$ cat src/rtl/hopsel_pkg.sv
package hopsel_pkg;

    localparam int HS_XW   = 5;
    localparam int HS_AW   = 28;
    localparam int HS_EW   = 7;
    localparam int HS_CW   = 7;
    localparam int HS_NSW  = 14;
    localparam int HS_MOD  = 79;
    localparam int HS_HALF = 40;

    localparam logic [HS_AW-1:0] HS_INQ_ADDR = 28'h09E8B33;

    // swap stage j (applied j-th) exchanges these bit positions
    function automatic int swap_lo(input int j);
        case (j)
            0: return 1;  1: return 0;  2: return 1;  3: return 2;
            4: return 0;  5: return 1;  6: return 3;  7: return 0;
            8: return 1;  9: return 0;  10: return 3; 11: return 1;
            12: return 2; default: return 0;
        endcase
    endfunction

    function automatic int swap_hi(input int j);
        case (j)
            0: return 2;  1: return 3;  2: return 3;  3: return 4;
            4: return 3;  5: return 4;  6: return 4;  7: return 2;
            8: return 3;  9: return 4;  10: return 4; 11: return 2;
            12: return 3; default: return 1;
        endcase
    endfunction

endpackage

$ cat src/rtl/hopsel_mix.sv
module hopsel_mix
    import hopsel_pkg::*;
(
    input  logic [HS_XW-1:0] x,
    input  logic             y1,
    input  logic [HS_AW-1:0] addr,
    output logic [HS_XW-1:0] perm
);
    localparam int NCTL = HS_NSW;

    logic [HS_XW-1:0]           summed;
    logic [HS_XW-1:0]           mixed;
    logic [NCTL-1:0]            ctl;
    logic [NCTL:0][HS_XW-1:0]   st;

    // add of upper address bits modulo 32
    assign summed = x + addr[HS_AW-1 -: HS_XW];
    // XOR of low four bits, bit 4 untouched
    assign mixed  = {summed[4], summed[3:0] ^ addr[22:19]};

    // swap controls
    generate
        for (genvar k = 0; k < 9; k++) begin : g_ctl_lo
            assign ctl[k] = addr[10 + k];
        end
        for (genvar k = 0; k < 5; k++) begin : g_ctl_hi
            assign ctl[9 + k] = addr[2 * k] ^ y1;
        end
    endgenerate

    assign st[0] = mixed;

    // ordered conditional swaps, stage j steered by control 13-j
    generate
        for (genvar j = 0; j < NCTL; j++) begin : g_swap
            localparam int LO = swap_lo(j);
            localparam int HI = swap_hi(j);
            logic [HS_XW-1:0] swapped;
            always_comb begin
                swapped     = st[j];
                swapped[LO] = st[j][HI];
                swapped[HI] = st[j][LO];
            end
            assign st[j+1] = ctl[NCTL-1-j] ? swapped : st[j];
        end
    endgenerate

    assign perm = st[NCTL];

    always_comb begin
        p_perm_ones_r5: assert ($countones(st[NCTL]) == $countones(st[0]));
    end
endmodule

$ cat src/rtl/hopsel_chan.sv
module hopsel_chan
    import hopsel_pkg::*;
(
    input  logic [HS_XW-1:0] perm,
    input  logic [HS_EW-1:0] e,
    input  logic             y2,
    output logic [HS_CW-1:0] chan
);
    localparam int SW = 8;

    logic [SW-1:0] sum;
    logic [SW-1:0] red1;
    logic [SW-1:0] idx;

    // sum is at most 31+127+32 = 190, two conditional subtractions suffice
    assign sum  = SW'(perm) + SW'(e) + (y2 ? SW'(32) : SW'(0));
    assign red1 = (sum  >= SW'(HS_MOD)) ? sum  - SW'(HS_MOD) : sum;
    assign idx  = (red1 >= SW'(HS_MOD)) ? red1 - SW'(HS_MOD) : red1;

    // even channels first, odd channels after
    always_comb begin
        if (idx < SW'(HS_HALF))
            chan = HS_CW'({idx[SW-2:0], 1'b0});
        else
            chan = HS_CW'({idx[SW-2:0] - 7'(HS_HALF), 1'b1});
    end

    always_comb begin
        p_idx_range_r6: assert (idx < SW'(HS_MOD));
        p_even_low_r7:  assert ((idx >= SW'(HS_HALF)) || !chan[0]);
    end
endmodule

$ cat src/rtl/hopsel_core.sv
module hopsel_core
    import hopsel_pkg::*;
#(
    parameter int AW = HS_AW
) (
    input  logic          clk,
    input  logic          rst_n,
    input  logic          in_valid,
    output logic          in_ready,
    input  logic [4:0]    in_x,
    input  logic          in_y1,
    input  logic          in_y2,
    input  logic [AW-1:0] in_addr,
    output logic          out_valid,
    input  logic          out_ready,
    output logic [6:0]    out_chan
);
    logic [HS_XW-1:0] perm_c;
    logic [HS_EW-1:0] e_c;
    logic [HS_CW-1:0] chan_c;
    logic             adv;

    logic             a_valid;
    logic [HS_XW-1:0] a_perm;
    logic [HS_EW-1:0] a_e;
    logic             a_y2;

    hopsel_mix u_mix (
        .x    (in_x),
        .y1   (in_y1),
        .addr (HS_AW'(in_addr)),
        .perm (perm_c)
    );

    generate
        for (genvar i = 0; i < HS_EW; i++) begin : g_e
            assign e_c[i] = in_addr[2 * i + 1];
        end
    endgenerate

    hopsel_chan u_chan (
        .perm (a_perm),
        .e    (a_e),
        .y2   (a_y2),
        .chan (chan_c)
    );

    // whole pipeline advances unless a result is held
    assign adv      = !out_valid || out_ready;
    assign in_ready = adv;

    always_ff @(posedge clk or negedge rst_n) begin
        if (!rst_n) begin
            a_valid   <= 1'b0;
            out_valid <= 1'b0;
        end else if (adv) begin
            a_valid   <= in_valid;
            out_valid <= a_valid;
        end
    end

    always_ff @(posedge clk) begin
        if (adv) begin
            a_perm   <= perm_c;
            a_e      <= e_c;
            a_y2     <= in_y2;
            out_chan <= chan_c;
        end
    end

    p_hold_r9: assert property (@(posedge clk) disable iff (!rst_n)
        (out_valid && !out_ready) |=> (out_valid && $stable(out_chan)));

    p_range_r7: assert property (@(posedge clk) disable iff (!rst_n)
        out_valid |-> (out_chan <= 7'd78));

    p_stall_block_r10: assert property (@(posedge clk) disable iff (!rst_n)
        (out_valid && !out_ready) |-> !in_ready);

    p_drain_r8: assert property (@(posedge clk) disable iff (!rst_n)
        (out_ready && !a_valid) |=> !out_valid);
endmodule

$ cat config.mk
export PLATFORM = sky130hd
export DESIGN_NAME = hopsel_core
export DESIGN_NICKNAME = d
export VERILOG_FILES = /design/src/rtl/hopsel_pkg.sv /design/src/rtl/hopsel_mix.sv /design/src/rtl/hopsel_chan.sv /design/src/rtl/hopsel_core.sv
export SDC_FILE = /design/constraint.sdc
export NUM_CORES = 1
export LEC_CHECK = 0
export ABC_CLOCK_PERIOD_IN_PS = 5820
export BUFFER_PORTS_ARGS = -buffer_cell sky130_fd_sc_hd__buf_2
export CAP_MARGIN = 10
export CELL_PAD_IN_SITES_DETAIL_PLACEMENT = 0
export CELL_PAD_IN_SITES_GLOBAL_PLACEMENT = 1
export CORE_ASPECT_RATIO = 0.9
export CORE_MARGIN = 2
export CORE_UTILIZATION = 25
export CTS_CLUSTER_SIZE = 28
export DETAILED_ROUTE_END_ITERATION = 10
export PLACE_DENSITY_LB_ADDON = 0.1
export SLEW_MARGIN = 20
export SYNTH_ARGS = -nofsm -noshare
export SYNTH_HDL_FRONTEND = slang
export SYNTH_SLANG_ARGS = --single-unit
$ cat constraint.sdc
create_clock -name clk -period 5.82 [get_ports clk]
set_input_delay 1.164 -clock clk [delete_from_list [all_inputs] [get_ports clk]]
set_output_delay 1.164 -clock clk [all_outputs]
set_load 0.02 [all_outputs]
; ---- Word level (Yosys, flattened, before mapping)
; Index checks and enable logic that the tools add are counted.
[classes]
n_addsub = 6
order_cmp = 3
mux = 18
bitwise_logic = 6
reduce_logical = 2
[op_table]
columns = op, count
row1 = $mux W5, 5
row2 = $mux W4, 5
row3 = $ge A8 B7 Y1 const B, 2
row4 = $mux W8, 2
row5 = $sub A8 B7 Y8 const B, 2
row6 = $mux W3, 3
row7 = $add A5 B7 Y8, 1
row8 = $add A8 B8 Y8, 1
row9 = $lt A8 B6 Y1 const B, 1
row10 = $mux W7, 1
row11 = $mux W6, 1
row12 = $sub A6 B6 Y6 const B, 1
row13 = $add A5 B5 Y5, 1
row14 = $xor A1 B1 Y1, 5
row15 = $xor A4 B4 Y4, 1
row16 = $mux W2, 1
row17 = $logic_not A1 Y1, 1
row18 = $logic_or A1 B1 Y1, 1
[totals]
regBits = 22
in_bits = 39
out_inout_bits = 9
word_cells = 41

; ---- Longest topological paths before layout
; Gate-level depths: netlist (run 1).
[logic_depth]
depth_word = 16
depth_mapped = 19
ltp_nobuf = 18

; ---- Hierarchy
; A second synthesis (run 1) with hierarchy kept.
[hier_totals]
hier_cells = 318
hier_area_um2 = 2825.2
[by_module_without_submodules]
columns = module, n_inst, cells_per_inst, area_each_um2, seq_area_each_um2
row1 = hopsel_mix, 1, 150, 1069.8, 0.0
row2 = hopsel_chan, 1, 143, 1068.5, 0.0
row3 = hopsel_core, 1, 25, 686.9, 650.6

; ---- Least setup slack after synthesis (run 1)
; Ideal clock, no wire load.
[synth_timing]
path_kind = flip-flop to flip-flop
startpoint = register a_perm[0]
endpoint = register out_chan[6] (data pin)
setup_time_ns = 0.263
arrival_time_ns = 4.294
required_ns = 5.557
setup_slack_ns = 1.263
stages_incl_launch_ff = 19
n_path_buf = 1
synth_period_minus_slack_ns = 4.557
cell_sequence = edfxtp_1 ha_1 fa_1 ha_1 nand2_2 o32ai_2 o21ba_4 o21ai_2 mux2_2 ha_1 and3_1 a21oi_1 o311ai_0 o2111ai_1 or3b_1 buf_6 ha_1 a31oi_1 o22ai_1
[synth_between]
elab_chain_len = 8
elab_cells_between_ends = 11
classes_between = add/sub: 5 / order compare: 3 / mux: 3
[synth_rtl]
columns = element, line_no
row1 = from (decl), hopsel_core.sv:24  ; logic [HS_XW-1:0] a_perm;
row2 = from (signal assigned), hopsel_core.sv:64  ; a_perm <= perm_c;
row3 = $add A5 B7 Y8 *, hopsel_chan.sv:16  ; assign sum = SW'(perm) + SW'(e) + (y2 ? SW'(32) : SW'(0));
row4 = $add A8 B8 Y8 *, hopsel_chan.sv:16
row5 = $sub A8 B7 Y8 or $ge A8 B7 Y1 (tied branches), hopsel_chan.sv:17  ; assign red1 = (sum >= SW'(HS_MOD)) ? sum - SW'(HS_MOD) : sum;
row6 = $mux W8 *, hopsel_chan.sv:17
row7 = $sub A8 B7 Y8 or $ge A8 B7 Y1 (tied branches), hopsel_chan.sv:18  ; assign idx = (red1 >= SW'(HS_MOD)) ? red1 - SW'(HS_MOD) : red1;
row8 = $mux W8 *, hopsel_chan.sv:18
row9 = $lt A8 B6 Y1 or $sub A6 B6 Y6 (tied branches), "hopsel_chan.sv:22, hopsel_chan.sv:25"
row10 = $mux W7 *, hopsel_chan.sv:22  ; if (idx < SW'(HS_HALF))
row11 = via chan_c[6], hopsel_core.sv:20  ; logic [HS_CW-1:0] chan_c;
row12 = to (signal assigned), hopsel_core.sv:67  ; out_chan <= chan_c;
row13 = to (decl), hopsel_core.sv:16  ; output logic [6:0] out_chan
; The timed path passes the listed nets; every way through them passes the cells marked *.
; A chain may end at the register's enable or synchronous reset.

; ---- Worst setup path in the final report (run 1)
; Same ends and word-level chain as after synthesis.

==> impl_metrics.yaml, run 1 <==
outcome:
  status: "complete, no violations"
power_and_ir_drop:
  ir_worst_vdd_mv: 0.104
  power_leakage_nw: 1.15
  power_density_nw_per_um2: 417
finish:
  insertedDiodeCount: 0
  final_cell_mix: "buf_2 (47), edfxtp_1 (20), a21oi_1 (19)"
  drive_gt1_share_pct: 29.0
  seqCellArea_sq_um: 651
  final_core_util_pct: 30.5
  final_common_cell: "buf_2"
  multi_input_area_sq_um: 1670
  finalNetCount: 352
  areaGrowthSynthToFinish_pct: 16.9
  fillers: 966
detailed_routing:
  routed_wl_um: 5700
  drtPass1Iterations: 4
  dr.first_iter.drc_count: 70
  drc: 0
  ant_nets: 0
  wire_per_inst_um: 13.6
  vias: 2025
  via_per_inst: 4.83
global_routing:
  grt.overflow.total: 0
  grt_pass1_vias: 2009
  track_usage_pct: 11.4
  antenna_found_initial: 0
  grt_start_max_net_pins: 24
  grt_pass1_wl_um: 9670
setup_path:
  critical_path_class: "reg -> reg"
  startpoint_type: "flop"
  crit_path_cell_trace: "ha_1 > fa_1 > ha_1 > nand2_2 > o32ai_2 > o21ba_4 > o21ai_2 > mux2_2 > ha_1 > nand3_1 > o21ai_0 > a21oi_1 > o311ai_0 > o2111ai_1 > or3b_1 > ha_1 > a31oi_1 > o22ai_1"
  slowest_stage: "fa_1"
  crit_path_frequent_cell: "ha_1"
  slowest_delay_ns: 0.58
  endpoint_kind: "flop"
  worstPathMaxFanout: 8
  cp.arrival_ns: 5.04
  cp.required_ns: 5.84
floorplan:
  die_w_um: 107
  start_util_pct: 26.1
  io_pins: 48
  die-height_um: 97.0
  core_area_sq_um: 9210
  dieArea_sq_um: 10400
  rows: 33
timing:
  hold_viol_final: 0
  fin_tns_setup_ns: 0
  rsz0062_at_grt: "false"
  min_period_over_period_pct: 86.3
  slew_violations: 0
  setup_viol: 0
  worst_pin_slew_ns: 0.734
  maxSlewHeadroom_pct: 50.8
  finalWorstPathRequiredPeriod_ns: 5.03
  fin_skew_ns: 0.00741
  max_freq_ghz: 0.199
clocking:
  root_buffer: "clkbuf_8"
  postCtsHoldBufs: 0
  cts_made_buffers: 3
  clk_path_buf_depth: 2
  htreeDepth: 1
  cts_sinks: 22
  cts.repair.resized: 0
  cts_setup_buffers: 0
  cts_tree: "done"
  clock_latency_ns: 0.26
  path_clk_slew_ns: 0.08
yosys:
  synth-main-ff-cell: "edfxtp_1"
  syn_nets: 304
  synth_seq_area_share_pct: 27.1
  post-synth-top-area-fraction_pct: 25.0
  async_flop_share_pct: 9.09
  yosysWarnings: 0
  synth_area_leaders: "edfxtp_1 (25%), ha_1 (6.8%), mux2i_1 (6.3%)"
  synth_enable_flop_cells: 20
  yosysTopAreaCell: "edfxtp_1"
  syn_area_sq_um: 2400
  yosys.cell_types.count: 67
  syn_inst: 250
  syn_area_per_cell_sq_um: 9.61
  synth-seq-cells: 22
placement:
  gp_congestion: 0.738
  hpwl_um: 4620
  io_buffers: 47
worst_hold_path:
  min_path_type: "reg -> reg"
flow_run:
  drv_cap: 0
cell usage after synthesis (all sizes together) (2+ instances only):
library cell	count
o22ai	4
a2bb2oi	2
or2	3
a221oi	4
nand2	17
mux2	9
nor2b	2
o211ai	3
nand3b	2
nand4b	2
and2	4
or3	3
o21ai	10
a21o	7
inv	8
xor2	4
xnor2	14
o32ai	3
buf	4
ha	13
o21bai	2
nor2	11
clkbuf	2
edfxtp	20
a211o	2
a211oi	2
a31oi	3
o31a	2
nand3	6
fa	2
o21a	9
a21oi	20
mux2i	15
dfrtp	2
nand2b	6
a2111o	2
nor3	12
layer usage:
layer | GRT usage, % | vias up | wire length, um
met4 | 2.96 | 0 | 47
met1 | 16.3 | 927 | 2820
met3 | 1.28 | 2 | 163
met2 | 18.1 | 35 | 2670
met5 | 0 | - | 0
li1 | - | 1061 | -
kinds of logic after synthesis:
kind of cell | synth area share (%)
AOI/OAI and AO/OA | 26.6
xor gates and xnor gates | 6.56
adders and majority gates | 8.44
buffers and inverters | 3.44
DFF | 27.1
muxes | 10.5
and+or+nand+nor | 17.4
where the power goes:
part           internal, W  switching (W)
clock            0.0000602      0.0000486
combinational     0.000337       0.000471
sequential        0.000241      0.0000130
final timing paths:
kind / start / endpoint / slack [ns] / cells after the start
worst max-delay path: a_perm[0]$_DFFE_PP_ / out_chan[6]$_DFFE_PP_ / 0.79 / 18
worst min-delay path: a_valid$_DFFE_PN0P_ / out_valid$_DFFE_PN0P_ / 0.47 / 1
worst max register to register: a_perm[0]$_DFFE_PP_ / out_chan[6]$_DFFE_PP_ / 0.79 / 18
worst min register to register: a_valid$_DFFE_PN0P_ / out_valid$_DFFE_PN0P_ / 0.47 / 1
max in group asynchronous: rst_n / a_valid$_DFFE_PN0P_ / 5.06 / 1
min in group asynchronous: rst_n / out_valid$_DFFE_PN0P_ / 0.67 / 1
critical path, delay by kind of cell, from the launching register on:
family,cells,cell delay [ns]
simple gates,3,0.70
mux,1,0.38
compound gates,9,1.66
flops,1,0.38
fa+ha+maj,5,1.66
stage by stage:
stage / hold WS, ns / cells / power (W) / setup WS [ns] / area, sq um
floorplan: 0.430 / 250 / 0.000912 / 1.26 / 2400
global placement: 0.440 / 415 / 0.00108 / 0.924 / 2750
detailed placement: 0.455 / 415 / 0.00107 / 0.798 / 2750
CTS: 0.477 / 419 / 0.00118 / 0.766 / 2810
global route: 0.515 / 419 / 0.00129 / 0.398 / 2810
finish: 0.472 / 419 / 0.00117 / 0.795 / 2810
state kept, by name (all words and copies together) (netlist names):
name,flops
a_e,7
a_perm,5
a_valid,1
a_y2,1
out_chan,7
out_valid,1
area by class of cell:
class / count / area share (%)
flip-flops and latches: 22 / 23.2
inverters: 8 / 1.07
multi-input cells: 214 / 59.4
clock buffers: 4 / 1.96
well taps: 122 / 5.44
repair buffers: 49 / 8.91
No activity file was read; power rests on OpenSTA's default activity.
==> run 2: changes to the inputs <==
CTS_BUF_LIST = sky130_fd_sc_hd__clkbuf_8   (was unset)
RECOVER_POWER = 100   (was unset)
==> impl_metrics.yaml, run 2 (synthesized netlist as in run 1, its figures left out) <==
outcome:
  status: "complete, no violations"
finish:
  insertedDiodeCount: 0
  final_core_util_pct: 30.2
  final_cell_mix: "buf_2 (35), edfxtp_1 (20), a21oi_1 (19)"
  drive_gt1_share_pct: 23.6
  finalNetCount: 352
  finish.instance_area_sq_um: 2780
  reg_top3: "a_e x7, out_chan x7, a_perm x5"
  areaGrowthSynthToFinish_pct: 15.7
  final_common_cell: "buf_2"
  multi_input_area_sq_um: 1660
  fillers: 969
  seqCellArea_sq_um: 651
  stdcell_count: 419
setup_path:
  cp.depth: 18
  crit_path_cell_trace: "ha_1 > fa_1 > ha_1 > nand2_1 > o32ai_1 > o21ba_4 > o21ai_2 > mux2_1 > ha_1 > nand3_1 > o21ai_0 > a21oi_1 > o311ai_0 > o2111ai_1 > or3b_1 > ha_1 > a31oi_1 > o22ai_1"
  endpoint_kind: "flop"
  critical_path_class: "reg -> reg"
  startpoint_type: "flop"
  crit_family: "compound AO/OA/AOI/OAI gates"
  reg2reg_depth: 18
  cp.required_ns: 5.84
  slowest_stage: "fa_1"
  cp.arrival_ns: 5.22
  crit_path_frequent_cell: "ha_1"
  slowest_delay_ns: 0.57
  cp.buffers_inverters: 0
  worstPathMaxFanout: 8
timing:
  fin_skew_ns: 0.00637
  worst_pin_slew_ns: 1.29
  rsz0062_at_grt: "false"
  fin_tns_setup_ns: 0
  max_freq_ghz: 0.192
  slew_violations: 0
  min_period_over_period_pct: 89.3
  finalWorstPathRequiredPeriod_ns: 5.20
  setup_viol: 0
  hold_viol_final: 0
  maxSlewHeadroom_pct: 14.3
  holdWs_ns: 0.472
floorplan:
  die_w_um: 107
  rows: 33
  io_pins: 48
  dieArea_sq_um: 10400
  die-height_um: 97.0
  start_util_pct: 26.1
  core_area_sq_um: 9210
detailed_routing:
  via_per_inst: 4.83
  routed_wl_um: 5720
  dr.first_iter.drc_count: 72
  wire_per_inst_um: 13.7
  ant_nets: 0
  vias: 2024
  drtPass1Iterations: 4
  drc: 0
placement:
  dp.cells: 415
  gp_congestion: 0.738
  hpwl_um: 4620
  place_area_sq_um: 2750
  io_buffers: 47
power_and_ir_drop:
  swShare_pct: 45.9
  power_density_nw_per_um2: 416
  pwr-share-comb_pct: 68.5
  p_clk_share_pct: 9.4
  pwr-share-seq_pct: 22.0
  p_switching_w: 0.000531
  power_leakage_nw: 1.11
  ir_worst_vdd_mv: 0.103
  p_int_w: 0.000626
clocking:
  htreeDepth: 1
  cts_sinks: 22
  path_clk_slew_ns: 0.08
  cts_made_buffers: 3
  root_buffer: "clkbuf_8"
  cts_setup_buffers: 0
  clock_latency_ns: 0.26
  cts_tree: "done"
  postCtsHoldBufs: 0
  cts.repair.resized: 0
  clk_path_buf_depth: 2
global_routing:
  grt_pass1_vias: 2009
  antenna_found_initial: 0
  grt.overflow.total: 0
  grt_pass1_wl_um: 9670
  grt_start_max_net_pins: 24
  track_usage_pct: 11.4
flow_run:
  drv_cap: 0
worst_hold_path:
  min_path_type: "reg -> reg"
  holdPathStages: 1
run 2: worst reg2reg max path: stages (launching register included):
cell       delay [ns]
edfxtp_1         0.38
ha_1             0.25
fa_1             0.57
ha_1             0.33
nand2_1          0.15
o32ai_1          0.46
o21ba_4          0.25
o21ai_2          0.27
mux2_1           0.38
ha_1             0.26
nand3_1          0.12
o21ai_0          0.08
a21oi_1          0.13
o311ai_0         0.18
o2111ai_1        0.22
or3b_1           0.47
ha_1             0.24
a31oi_1          0.14
o22ai_1          0.09
run 2: power groups by stage:
| stage | clock, W | combinational, W | sequential, W |
|---|---|---|---|
| after global routing | 0.000124 | 0.000892 | 0.000261 |
| after CTS | 0.000116 | 0.000814 | 0.000255 |
| after global placement | 0 | 0.000823 | 0.000257 |
| after detailed placement | 0 | 0.000808 | 0.000258 |
| after floorplan | 0 | 0.000620 | 0.000292 |
| final | 0.000109 | 0.000793 | 0.000255 |
run 2: metrics by stage:
stage	worst slack, ns	total power (W)
floorplan	1.26	0.000912
global placement	0.924	0.00108
detailed placement	0.798	0.00107
CTS	0.766	0.00118
global route	0.200	0.00128
finish	0.622	0.00116
run 2: path summary, 6_finish.rpt:
kind,startpoint,to,slack (ns)
setup / recovery,a_perm[0]$_DFFE_PP_,out_chan[6]$_DFFE_PP_,0.62
hold / removal,a_valid$_DFFE_PN0P_,out_valid$_DFFE_PN0P_,0.47
setup reg to reg,a_perm[0]$_DFFE_PP_,out_chan[6]$_DFFE_PP_,0.62
hold reg to reg,a_valid$_DFFE_PN0P_,out_valid$_DFFE_PN0P_,0.47
max in group asynchronous,rst_n,a_valid$_DFFE_PN0P_,5.03
min in group asynchronous,rst_n,out_valid$_DFFE_PN0P_,0.67
run 2: final cells by class:
class | count | area share, %
inverters | 8 | 1.08
repair buffers | 49 | 8.33
flip-flops and latches | 22 | 23.4
clock buffers | 4 | 1.98
multi-input cells | 214 | 59.7
well taps | 122 | 5.49
run 2: metal layers:
layer | share of wire [%] | global-route usage, % | wire [um] | vias up
met3 | 3.2 | 1.28 | 182 | 2
met5 | 0 | 0 | 0 | -
met2 | 47 | 18.1 | 2680 | 43
li1 | - | - | - | 1062
met4 | 0.82 | 2.96 | 47 | 0
met1 | 49 | 16.3 | 2820 | 917
==> run 3: changes to the inputs <==
ABC_AREA = 0   (was unset)
CELL_PAD_IN_SITES_DETAIL_PLACEMENT = 1   (was 0)
CELL_PAD_IN_SITES_GLOBAL_PLACEMENT = 2   (was 1)
==> impl_metrics.yaml, run 3 (synthesized netlist as in run 1, its figures left out) <==
power_and_ir_drop:
  swShare_pct: 45.1
  p_clk_share_pct: 12.1
  power_w: 0.00120
  power_leakage_nw: 1.12
  ir_worst_vdd_mv: 0.151
  p_int_w: 0.000657
  pwr-share-seq_pct: 21.5
  p_switching_w: 0.000540
  pwr-share-comb_pct: 66.4
  power_density_nw_per_um2: 427
clocking:
  cts_sinks: 22
  htreeDepth: 1
  postCtsHoldBufs: 0
  cts.repair.resized: 0
  cts_made_buffers: 3
  root_buffer: "clkbuf_8"
  clock_latency_ns: 0.27
  cts_setup_buffers: 0
  cts_tree: "done"
  clk_path_buf_depth: 2
  path_clk_slew_ns: 0.09
floorplan:
  die_w_um: 107
  die-height_um: 97.0
  core_area_sq_um: 9210
  io_pins: 48
  dieArea_sq_um: 10400
  rows: 33
  start_util_pct: 26.1
setup_path:
  crit_path_frequent_cell: "ha_1"
  worstPathMaxFanout: 8
  slowest_stage: "fa_1"
  startpoint_type: "flop"
  critical_path_class: "reg -> reg"
  cp.required_ns: 5.84
  crit_path_cell_trace: "ha_1 > fa_1 > ha_1 > nand2_2 > o32ai_1 > o21ba_4 > o21ai_2 > mux2_1 > ha_1 > nand3_1 > o21ai_0 > a21oi_1 > o311ai_0 > o2111ai_1 > or3b_1 > ha_1 > a31oi_1 > o22ai_1"
  cp.arrival_ns: 5.19
  startpoint: "a_perm[0]$_DFFE_PP_"
  r2r_end: "out_chan[6]$_DFFE_PP_"
  r2r_start: "a_perm[0]$_DFFE_PP_"
  reg2reg_slack_ns: 0.65
  slowest_delay_ns: 0.59
  endpoint_kind: "flop"
  reg2reg_depth: 18
flow_run:
  drv_cap: 0
timing:
  worst_pin_slew_ns: 1.17
  maxSlewHeadroom_pct: 21.8
  min_period_over_period_pct: 88.8
  hold_viol_final: 0
  rsz0062_at_grt: "false"
  fin_skew_ns: 0.00922
  fin_tns_setup_ns: 0
  setup_viol: 0
  worst_slack_ns: 0.651
  max_freq_ghz: 0.193
  slew_violations: 0
  finalWorstPathRequiredPeriod_ns: 5.17
global_routing:
  grt_start_max_net_pins: 23
  grt_pass1_vias: 2087
  antenna_found_initial: 0
  grt.overflow.total: 0
  grt_pass1_wl_um: 10400
  track_usage_pct: 12.3
worst_hold_path:
  whs_endpoint: "out_valid$_DFFE_PN0P_"
  hold_start: "a_valid$_DFFE_PN0P_"
  holdPathStages: 1
  min_path_type: "reg -> reg"
finish:
  final_core_util_pct: 30.4
  finalNetCount: 353
  insertedDiodeCount: 0
  areaGrowthSynthToFinish_pct: 16.6
  fillers: 1084
  final_common_cell: "buf_2"
  final_cell_mix: "buf_2 (35), a21oi_1 (20), edfxtp_1 (20)"
  reg_top3: "a_e x7, out_chan x7, a_perm x5"
  drive_gt1_share_pct: 23.8
detailed_routing:
  drc: 0
  vias: 2095
  via_per_inst: 4.99
  ant_nets: 0
  wire_per_inst_um: 14.6
  routed_wl_um: 6150
  dr.first_iter.drc_count: 74
  drtPass1Iterations: 4
placement:
  gp_congestion: 0.735
  hpwl_um: 5090
  pre_cts_ws_ns: 0.793
  io_buffers: 47
outcome:
  status: "complete, no violations"
==> run 3: layout make-up <==
type	count	area [sq um]	share of cell area, %
Clock inverter	1	30.0	1.07
Tap cell	122	153	5.45
Sequential cell	22	651	23.2
Clock buffer	3	41.3	1.47
Inverter	8	30.0	1.07
Multi-Input combinational cell	214	1660	59.2
Timing Repair Buffer	50	239	8.53
==> run 3: worst max path at each step <==
stage,to,slack [ns],cells past startpoint
finish,out_chan[6]$_DFFE_PP_,0.65,18
global route,out_chan[6]$_DFFE_PP_,0.19,18
detailed placement,out_chan[6]$_DFFE_PP_,0.79,18
CTS,out_chan[6]$_DFFE_PP_,0.77,18
global placement,out_chan[6]$_DFFE_PP_,0.94,18
floorplan,out_chan[6]$_DFFE_PP_,1.26,18
==> run 3: stage by stage <==
step | cells | cell area [sq um] | hold WS [ns]
floorplan | 250 | 2400 | 0.430
detailed placement | 416 | 2760 | 0.460
finish | 420 | 2800 | 0.477
global placement | 416 | 2760 | 0.455
global route | 420 | 2800 | 0.505
CTS | 420 | 2830 | 0.484
==> run 3: critical path, delay by kind of cell (launching register included) <==
family / cells / cell delay [ns]
AO/OA/AOI/OAI: 9 / 1.77
adder cells (fa/ha/maj): 5 / 1.69
AND/OR/NAND/NOR: 3 / 0.71
flip-flops: 1 / 0.38
multiplexers: 1 / 0.37
==> run 3: power by group through the flow <==
stage	clock network (W)	logic (W)	registers (W)
after floorplan	0	0.000620	0.000292
after CTS	0.000148	0.000827	0.000257
after global placement	0	0.000827	0.000257
after global routing	0.000154	0.000899	0.000263
final	0.000144	0.000795	0.000257
after detailed placement	0	0.000819	0.000259
==> run 3: per-layer routing <==
| metal | vias up | part of all wire [%] | GRT usage [%] |
|---|---|---|---|
| li1 | 1066 | - | - |
| met1 | 1004 | 56 | 19.6 |
| met2 | 21 | 42 | 18.0 |
| met3 | 4 | 1.8 | 1.48 |
| met4 | 0 | 0.37 | 1.48 |
| met5 | - | 0 | 0 |
